### src/rtl/tbus_pkg.sv
package tbus_pkg;
  typedef enum logic [1:0] {
    ST_FETCH = 2'd0,
    ST_WAIT  = 2'd1,
    ST_LDIR  = 2'd2,
    ST_EXEC  = 2'd3
  } step_e;

  typedef enum logic [1:0] {
    BSRC_PC  = 2'd0,
    BSRC_MDR = 2'd1,
    BSRC_RF  = 2'd2
  } bsrc_e;

  typedef struct packed {
    logic  mar_ld;
    logic  rd_start;
    logic  pc_inc;
    logic  ir_ld;
    logic  rf_we;
    logic  sel_const4;
    logic  alu_add;
    bsrc_e bsrc;
    logic  end_s;
  } ctrl_t;
endpackage

### src/rtl/tbus_seq.sv
module tbus_seq
  import tbus_pkg::*;
(
  input  logic  clk,
  input  logic  rst_n,
  input  logic  mem_done,
  output step_e step,
  output ctrl_t ctrl
);
  step_e step_d;

  always_comb begin
    step_d = step;
    unique case (step)
      ST_FETCH: step_d = ST_WAIT;
      ST_WAIT:  if (mem_done) step_d = ST_LDIR;
      ST_LDIR:  step_d = ST_EXEC;
      ST_EXEC:  step_d = ST_FETCH;
      default:  step_d = ST_FETCH;
    endcase
  end

  always_ff @(posedge clk or negedge rst_n) begin
    if (!rst_n) step <= ST_FETCH;
    else        step <= step_d;
  end

  always_comb begin
    ctrl = '0;
    ctrl.bsrc = BSRC_RF;
    unique case (step)
      ST_FETCH: begin
        ctrl.bsrc     = BSRC_PC;
        ctrl.mar_ld   = 1'b1;
        ctrl.rd_start = 1'b1;
        ctrl.pc_inc   = 1'b1;
      end
      ST_LDIR: begin
        ctrl.bsrc  = BSRC_MDR;
        ctrl.ir_ld = 1'b1;
      end
      ST_EXEC: begin
        ctrl.bsrc    = BSRC_RF;
        ctrl.alu_add = 1'b1;
        ctrl.rf_we   = 1'b1;
        ctrl.end_s   = 1'b1;
      end
      default: ctrl.bsrc = BSRC_RF;
    endcase
  end
endmodule

### src/rtl/tbus_regfile.sv
module tbus_regfile #(
  parameter int DW   = 32,
  parameter int NREG = 8,
  localparam int AW  = $clog2(NREG)
) (
  input  logic          clk,
  input  logic          rst_n,
  input  logic [AW-1:0] ra_a,
  input  logic [AW-1:0] ra_b,
  output logic [DW-1:0] rd_a,
  output logic [DW-1:0] rd_b,
  input  logic          we,
  input  logic [AW-1:0] wa,
  input  logic [DW-1:0] wd
);
  logic [DW-1:0] regs [NREG];

  for (genvar i = 0; i < NREG; i++) begin : g_reg
    logic hit;
    assign hit = we && (wa == AW'(i));
    always_ff @(posedge clk or negedge rst_n) begin
      if (!rst_n)   regs[i] <= DW'(i);
      else if (hit) regs[i] <= wd;
    end
  end

  assign rd_a = regs[ra_a];
  assign rd_b = regs[ra_b];
endmodule

### src/rtl/tbus_alu.sv
module tbus_alu #(
  parameter int DW = 32
) (
  input  logic [DW-1:0] bus_a,
  input  logic [DW-1:0] bus_b,
  input  logic          sel_const4,
  input  logic          add,
  output logic [DW-1:0] y
);
  localparam logic [DW-1:0] FOUR = DW'(4);
  logic [DW-1:0] opa;

  assign opa = sel_const4 ? FOUR : bus_a;
  assign y   = add ? (opa + bus_b) : bus_b;
endmodule

### src/rtl/tbus_core.sv
module tbus_core
  import tbus_pkg::*;
#(
  parameter int DW   = 32,
  parameter int NREG = 8,
  localparam int AW  = $clog2(NREG)
) (
  input  logic          clk,
  input  logic          rst_n,
  output logic [DW-1:0] mem_addr,
  output logic          mem_rd,
  input  logic [DW-1:0] mem_rdata,
  input  logic          mem_done,
  output logic [DW-1:0] pc_o,
  output logic [1:0]    step_o,
  output logic          wr_en,
  output logic [AW-1:0] wr_idx,
  output logic [DW-1:0] wr_data,
  output logic          end_o
);
  localparam logic [DW-1:0] PC_STEP = DW'(4);

  step_e         step;
  ctrl_t         ctrl;
  logic [DW-1:0] pc_q, mar_q, mdr_q, ir_q;
  logic          rd_q, rd_d, mdr_en;
  logic [DW-1:0] bus_a, bus_b, bus_c, rf_b;
  logic [AW-1:0] fld_a, fld_b, fld_d;

  tbus_seq u_seq (
    .clk(clk), .rst_n(rst_n), .mem_done(mem_done), .step(step), .ctrl(ctrl)
  );

  assign fld_d = ir_q[AW-1:0];
  assign fld_a = ir_q[2*AW-1:AW];
  assign fld_b = ir_q[3*AW-1:2*AW];

  tbus_regfile #(.DW(DW), .NREG(NREG)) u_rf (
    .clk(clk), .rst_n(rst_n),
    .ra_a(fld_a), .ra_b(fld_b), .rd_a(bus_a), .rd_b(rf_b),
    .we(ctrl.rf_we), .wa(fld_d), .wd(bus_c)
  );

  always_comb begin
    unique case (ctrl.bsrc)
      BSRC_PC:  bus_b = pc_q;
      BSRC_MDR: bus_b = mdr_q;
      default:  bus_b = rf_b;
    endcase
  end

  tbus_alu #(.DW(DW)) u_alu (
    .bus_a(bus_a), .bus_b(bus_b), .sel_const4(ctrl.sel_const4),
    .add(ctrl.alu_add), .y(bus_c)
  );

  assign mdr_en = (step == ST_WAIT) && mem_done;

  always_comb begin
    rd_d = rd_q;
    if (ctrl.rd_start) rd_d = 1'b1;
    else if (mdr_en)   rd_d = 1'b0;
  end

  always_ff @(posedge clk or negedge rst_n) begin
    if (!rst_n) begin
      pc_q  <= '0;
      mar_q <= '0;
      mdr_q <= '0;
      ir_q  <= '0;
      rd_q  <= 1'b0;
    end else begin
      rd_q <= rd_d;
      if (ctrl.pc_inc) pc_q  <= pc_q + PC_STEP;
      if (ctrl.mar_ld) mar_q <= bus_c;
      if (mdr_en)      mdr_q <= mem_rdata;
      if (ctrl.ir_ld)  ir_q  <= bus_c;
    end
  end

  assign mem_addr = mar_q;
  assign mem_rd   = rd_q;
  assign pc_o     = pc_q;
  assign step_o   = step;
  assign wr_en    = ctrl.rf_we;
  assign wr_idx   = fld_d;
  assign wr_data  = bus_c;
  assign end_o    = ctrl.end_s;
endmodule

### config.mk
export PLATFORM = sky130hd
export DESIGN_NAME = tbus_core
export DESIGN_NICKNAME = d
export VERILOG_FILES = /design/src/rtl/tbus_pkg.sv /design/src/rtl/tbus_seq.sv /design/src/rtl/tbus_regfile.sv /design/src/rtl/tbus_alu.sv /design/src/rtl/tbus_core.sv
export SDC_FILE = /design/constraint.sdc
export NUM_CORES = 1
export LEC_CHECK = 0
export BUFFER_PORTS_ARGS = -buffer_cell sky130_fd_sc_hd__buf_2
export CAP_MARGIN = 10
export CORE_MARGIN = 2
export CORE_UTILIZATION = 37
export DETAILED_ROUTE_END_ITERATION = 10
export MAX_ROUTING_LAYER = met4
export PLACE_DENSITY = 0.64
export SYNTH_ARGS = -nofsm -noshare
export SYNTH_HDL_FRONTEND = slang
export SYNTH_SLANG_ARGS = --single-unit
### constraint.sdc
create_clock -name clk -period 7 [get_ports clk]
set_input_delay 0.35 -clock clk [delete_from_list [all_inputs] [get_ports clk]]
set_output_delay 0.35 -clock clk [all_outputs]
set_load 0.01 [all_outputs]
=== Yosys cells after proc, flatten, opt, wreduce, memory -nomap -nowiden ===
Cells that the tools add are included.

* Reductions and logical operators: 13
* Multipliers: 0
* Order comparisons: 2
* Shifts and indexed selects: 0
* Divide/modulo/power cells: 0
* Mux-type cells: 16
* Eq/ne operators: 12
* Bitwise logic cells: 2
* Add/sub/neg operators: 2

{| class="wikitable"
|+ Operator list
! operator !! number
|-
| $bmux W32 S3 || 2
|-
| $mux W32 || 5
|-
| $pmux W32 S2 || 1
|-
| $add A32 B3 Y32 const B || 1
|-
| $add A32 B32 Y32 || 1
|-
| $eq A3 B3 Y1 const B || 4
|-
| $logic_and A1 B1 Y1 || 9
|-
| $ge A4 B4 Y1 const B || 2
|-
| $not A3 Y4 || 2
|-
| $pmux W2 S4 || 1
|-
| $eq A3 B2 Y1 const B || 2
|-
| $eq A2 B1 Y1 const B || 2
|-
| $eq A2 B2 Y1 const B || 2
|-
| $logic_not A2 Y1 || 2
|-
| $mux W1 || 4
|-
| $pmux W2 S2 || 1
|-
| $eq A3 B1 Y1 const B || 1
|-
| $logic_not A3 Y1 || 1
|-
| $mux W3 || 1
|-
| $mux W2 || 1
|-
| $ne A2 B2 Y1 const B || 1
|-
| $reduce_bool A2 Y1 || 1
|}

* Word-level logic and storage cells: 61
* Latch bits: 0
* Bits in read-only memories: 0
* Register bits after elaboration: 364
* Memories kept: 0
* Input port bits: 35
* Bits in writable memories: 0
* Output and inout bits: 104

=== Logic depth before layout (Yosys ltp) ===
* Depth in word-level cells: 7
* Mapped depth: 20
* Depth with buffers taken out: 15

=== Modules after synthesis ===
From an unflattened synthesis, not the netlist that was laid out.

* Cells, all modules: 1,502
* Area total of the unflattened synthesis: 21,112.7 um^2

{| class="wikitable"
|+ Modules (own cells, without submodules)
! module !! area an instance (um^2) !! cells an instance !! times used !! sequential area each (um^2)
|-
| tbus_regfile || 13,731.9 || 779 || 1 || 6,421.2
|-
| tbus_core || 4,783.3 || 378 || 1 || 2,602.5
|-
| tbus_alu || 2,398.6 || 326 || 1 || 0.0
|-
| tbus_seq || 198.9 || 19 || 1 || 50.0
|}

=== Worst setup path after synthesis ===
No wires, ideal clock.

* Kind: reg2out
* From: register u_seq.step[0]
* To: output port wr_data[28]
* Path buffers: 5
* Data required time: 6.650 ns
* Data arrival time: 4.134 ns
* Cell stages (with the launch flop): 19
* Path slack: 2.516 ns
* Path through: dfrtp_1 inv_1 ha_1 clkbuf_1 nor2_1 clkbuf_8 clkbuf_1 clkbuf_1 a221oi_1 a21oi_1 ha_1 clkbuf_1 a21o_1 o21bai_1 or2_2 o311ai_2 a21oi_1 xnor2_2 a21oi_1

* Word-level cells in the longest chain between the ends: 6
* Elaborated cells between the ends (all ways): 10
* Those cells by class: add/sub: 1; eq/ne: 3; mux: 4; reduce/logical: 2

{| class="wikitable"
|+ RTL lines
! what !! RTL line !! source
|-
| start: declaration || tbus_seq.sv:7 || <nowiki>output step_e step,</nowiki>
|-
| start signal: assignment || tbus_seq.sv:25 || <nowiki>else step <= step_d;</nowiki>
|-
| $eq A2 B2 Y1 / $logic_not A2 Y1 (equally long branches) || tbus_seq.sv:31 || <nowiki>unique case (step)</nowiki>
|-
| $pmux W2 S2 || tbus_seq.sv:31 ||
|-
| $eq A2 B1 Y1 / $logic_not A2 Y1 (equally long branches) || tbus_core.sv:45 || <nowiki>unique case (ctrl.bsrc)</nowiki>
|-
| $pmux W32 S2 || tbus_core.sv:45 ||
|-
| $add A32 B32 Y32 || tbus_alu.sv:14 || <nowiki>assign y = add ? (opa + bus_b) : bus_b;</nowiki>
|-
| $mux W32 * || tbus_alu.sv:14 ||
|-
| end: declaration || tbus_core.sv:18 || <nowiki>output logic [DW-1:0] wr_data,</nowiki>
|}

Every way passes the cells marked *; elsewhere a longest branch is shown, timed or not.

=== Final worst setup path ===
* From: register u_seq.step[0]
* To: output port wr_data[30]

The elaborated chain is that of the path after synthesis.

==> impl_metrics.ini <==
[drt]
initialDrtViolationCount = 1463
first_pass_iteration_count_of_the_detailed_router = 6
detail_route.drc_violations = 0
drt.antenna.violating_nets = 0
drt-wirelength-per-cell_um = 21.3
drt-vias-per-instance = 5.70
via_count = 15022
finalWirelength_mm = 56.0

[setup_path]
critical_path.endpoint = wr_data[30]
critPathLaunch = u_seq.step[0]
crit_path_most_repeated_cell = sky130_fd_sc_hd__o21ai_0
worstPathRequired_ns = 6.65
start_kind = flip-flop
maximum_fanout_along_the_worst_path = 55
timing.reg2reg.setup_slack_ns = 1.52
arrival_ns = 5.89
startpoint_of_the_lowest_slack_register_to_register_path = u_seq.step[0]
crit_slowest_cell = sky130_fd_sc_hd__a221oi_1
critical_path.cell_chain = inv_1 > ha_2 > nor2_4 > buf_4 > a221oi_1 > a21oi_1 > ha_1 > nand4_1 > a211oi_2 > a211oi_1 > o21ai_0 > a31oi_1 > xnor2_1 > o21ai_0 > buf_2
reg2regPathDepth = 15
setup.worst_path.end_class = output port
timing.critical_path.slowest_cell_delay_ns = 0.71
timing.setup.critical_path_class = reg -> out
r2r-end = mem_addr[22]

[grt]
grt_pass1_wl_mm = 88.3
grt_start_max_net_pins = 191
grt_remaining_overflow = 0
grtUsageTotal_pct = 20.8
first_global_vias = 15167
grt_antenna_before_repair = 0

[place]
placedCellCount = 2545
port_buffers = 136
place_ws_ns = 1.48
gp_routability_congestion = 0.850
detailed_placement_hpwl_mm = 36.3

[finish]
design.final.nets = 1989
layout_commonest_cell = sky130_fd_sc_hd__dfrtp_1
instances_no_fill = 2635
syn2layout_area_growth_pct = 14.0
num_antenna_cells = 0
post-route-util_pct = 42.8
most-common-layout-cells = sky130_fd_sc_hd__dfrtp_1, sky130_fd_sc_hd__nand2_1, sky130_fd_sc_hd__o21ai_0
number_of_fillers_in_the_final_layout = 4908
drive_gt1_share_pct = 25.9

[power_and_ir_drop]
power.ir.vdd_worst_mv = 0.220
power_leakage_nw = 9.92
power_density_nw_per_um2 = 515

[clock_tree]
cts_resized = 0
worstSkewPairLatency_ns = 0.57
post_cts_repair_timing_setup_buffer_count = 0
tritoncts_num_sinks = 362
post_cts_hold_buffer_count = 15
tritoncts = yes
cts_buffers = 41
clkTransAtPathRegs_ns = 0.06
root_buffer = sky130_fd_sc_hd__clkbuf_16
ctsLongestPathBuffers = 3
cts_max_level = 2

[synth]
synth_seq_cells = 362
dominantRegCellSynth = sky130_fd_sc_hd__dfrtp_1
synth-edff-count = 0
post_synth_xor_area_fraction_pct = 2.39
synth.yosys.seq_area_share_pct = 45.9
post_synth_and_or_nand_nor_area_fraction_pct = 10.1
synthesis.instances = 1821
synth.yosys.warnings = 0
synthAdderAreaFrac_pct = 2.51
synth_top_family_by_area = multiplexers
postSynthAreaPerCell_um2 = 10.8
synthArstFlopShare_pct = 100
synth.cell_area_um2 = 19800
ys_types = 81
share_of_synthesized_area_spent_on_multiplexers_pct = 20.9
synth-compound-area-share_pct = 14.2

[floorplan]
die_h_um = 235
pin_count = 139
width_of_the_die_um = 235
core-area_um2 = 52700
starting_density_of_the_core_pct = 37.5
floorplan.die_area_um2 = 55200
placement_rows = 84

[timing]
setup_violations = 0
report.final.hold_viol_count = 0
slew_headroom_pct = 28.0
final.setup_skew_ns = 0.0276
final_critical_path_setup_slack_ns = 0.761
max_slew.worst_pin.slew_ns = 1.08
tns_ns = 0
final.min_clock_period_ns = 6.24
fmaxAchievable_mhz = 160
grt_setup_unrepaired = false
finalCritPeriodShare_pct = 89.1
drv_slew = 0

[run_status]
status = finished clean

[run]
max_cap_violations = 0

[hold_path]
hp-start = mem_rdata[26]
hold_path_class = in -> reg
metal layers:
metal	vias to the layer above	GRT usage [%]	routed length, µm
met3	83	4.82	4490
met2	554	32.1	25900
met4	0	4.64	1100
li1	6768	-	-
met5	-	-	0
met1	7617	28.0	24600
registers in the layout (all words and copies together) (netlist names):
register / cells
mem_addr: 32
u_rf.regs: 256
ir_q: 9
mdr_q: 32
u_seq.step: 2
mem_rd: 1
pc_o: 30
cells by family (layout without fill, tap and decap cells):
group,after synthesis,after routing
flops,362,362
compound gates,474,474
fa+ha+maj,39,39
other cells,1,2
simple gates,475,475
buf+inv,175,300
mux,242,242
xor+xnor,53,53
cells in the mapped netlist (4+ instances only):
master	number	area, µm²
sky130_fd_sc_hd__a21o_1	6	45.0
sky130_fd_sc_hd__buf_2	20	100
sky130_fd_sc_hd__clkbuf_1	93	349
sky130_fd_sc_hd__nand2_1	332	1250
sky130_fd_sc_hd__a221oi_1	27	236
sky130_fd_sc_hd__o31ai_1	10	75.1
sky130_fd_sc_hd__dfrtp_1	350	8760
sky130_fd_sc_hd__dfstp_2	12	315
sky130_fd_sc_hd__and3_1	8	50.1
sky130_fd_sc_hd__buf_1	8	30.0
sky130_fd_sc_hd__mux2_2	77	867
sky130_fd_sc_hd__mux4_2	126	2840
sky130_fd_sc_hd__nand4_1	12	75.1
sky130_fd_sc_hd__ha_1	38	475
sky130_fd_sc_hd__xor2_1	19	166
sky130_fd_sc_hd__inv_1	34	128
sky130_fd_sc_hd__nor2b_1	6	37.5
sky130_fd_sc_hd__or2_2	4	25.0
sky130_fd_sc_hd__buf_4	10	75.1
sky130_fd_sc_hd__nand2b_1	9	56.3
sky130_fd_sc_hd__o21ai_0	261	1310
sky130_fd_sc_hd__o31ai_2	10	125
sky130_fd_sc_hd__xnor2_1	33	289
sky130_fd_sc_hd__o211ai_1	7	52.6
sky130_fd_sc_hd__o21ai_1	14	70.1
sky130_fd_sc_hd__a31oi_1	14	87.6
sky130_fd_sc_hd__mux2i_1	37	370
sky130_fd_sc_hd__nor2_1	58	218
sky130_fd_sc_hd__nor3_1	6	30.0
sky130_fd_sc_hd__a21oi_1	85	425
sky130_fd_sc_hd__nand3_1	22	110
stage by stage:
| stage | power [mW] | hold slack [ns] | instance area, µm² |
|---|---|---|---|
| floorplan | 7.41 | 0.0544 | 19800 |
| global placement | 9.33 | 0.417 | 21100 |
| detailed placement | 9.47 | 0.436 | 21100 |
| CTS | 11.6 | 0.000788 | 22500 |
| global route | 12.4 | 0.00814 | 22500 |
| finish | 11.6 | 0.0199 | 22500 |
how the worst min path moves through the flow:
stage                           end  slack [ns]  depth (start not counted)
after floorplan             ir_q[0]        0.05                          0
after detailed placement  mdr_q[30]        0.44                          1
after global routing      mdr_q[26]       0.008                          2
final                     mdr_q[26]        0.02                          2
after CTS                 mdr_q[20]      0.0008                          2
after global placement    mdr_q[30]        0.42                          1
report_power, final:
group,switching (mW),leakage [nW],total [mW],internal (mW)
clock,0.880,0.640,2.11,1.23
sequential,0.685,4.76,3.39,2.70
combinational,3.66,4.52,6.10,2.44
worst max-delay path, delay by kind of cell, from the launching register on:
kind,cells,cell delay [ns]
AOI/OAI and AO/OA,7,2.04
xor gates and xnor gates,1,0.61
and+or+nand+nor,2,0.29
adders and majority gates,2,1.19
buffers and inverters,3,0.70
DFF,1,0.43
final cells by class:
cell class	count	area, µm²	area share [%]
Multi-Input combinational cell	1285	9960	44.2
Sequential cell	362	9080	40.4
Clock buffer	66	1250	5.56
Timing Repair Buffer	188	1160	5.14
Tap cell	688	861	3.82
Inverter	37	139	0.617
Clock inverter	9	57.6	0.256
Power figures use the tool's default switching activity.
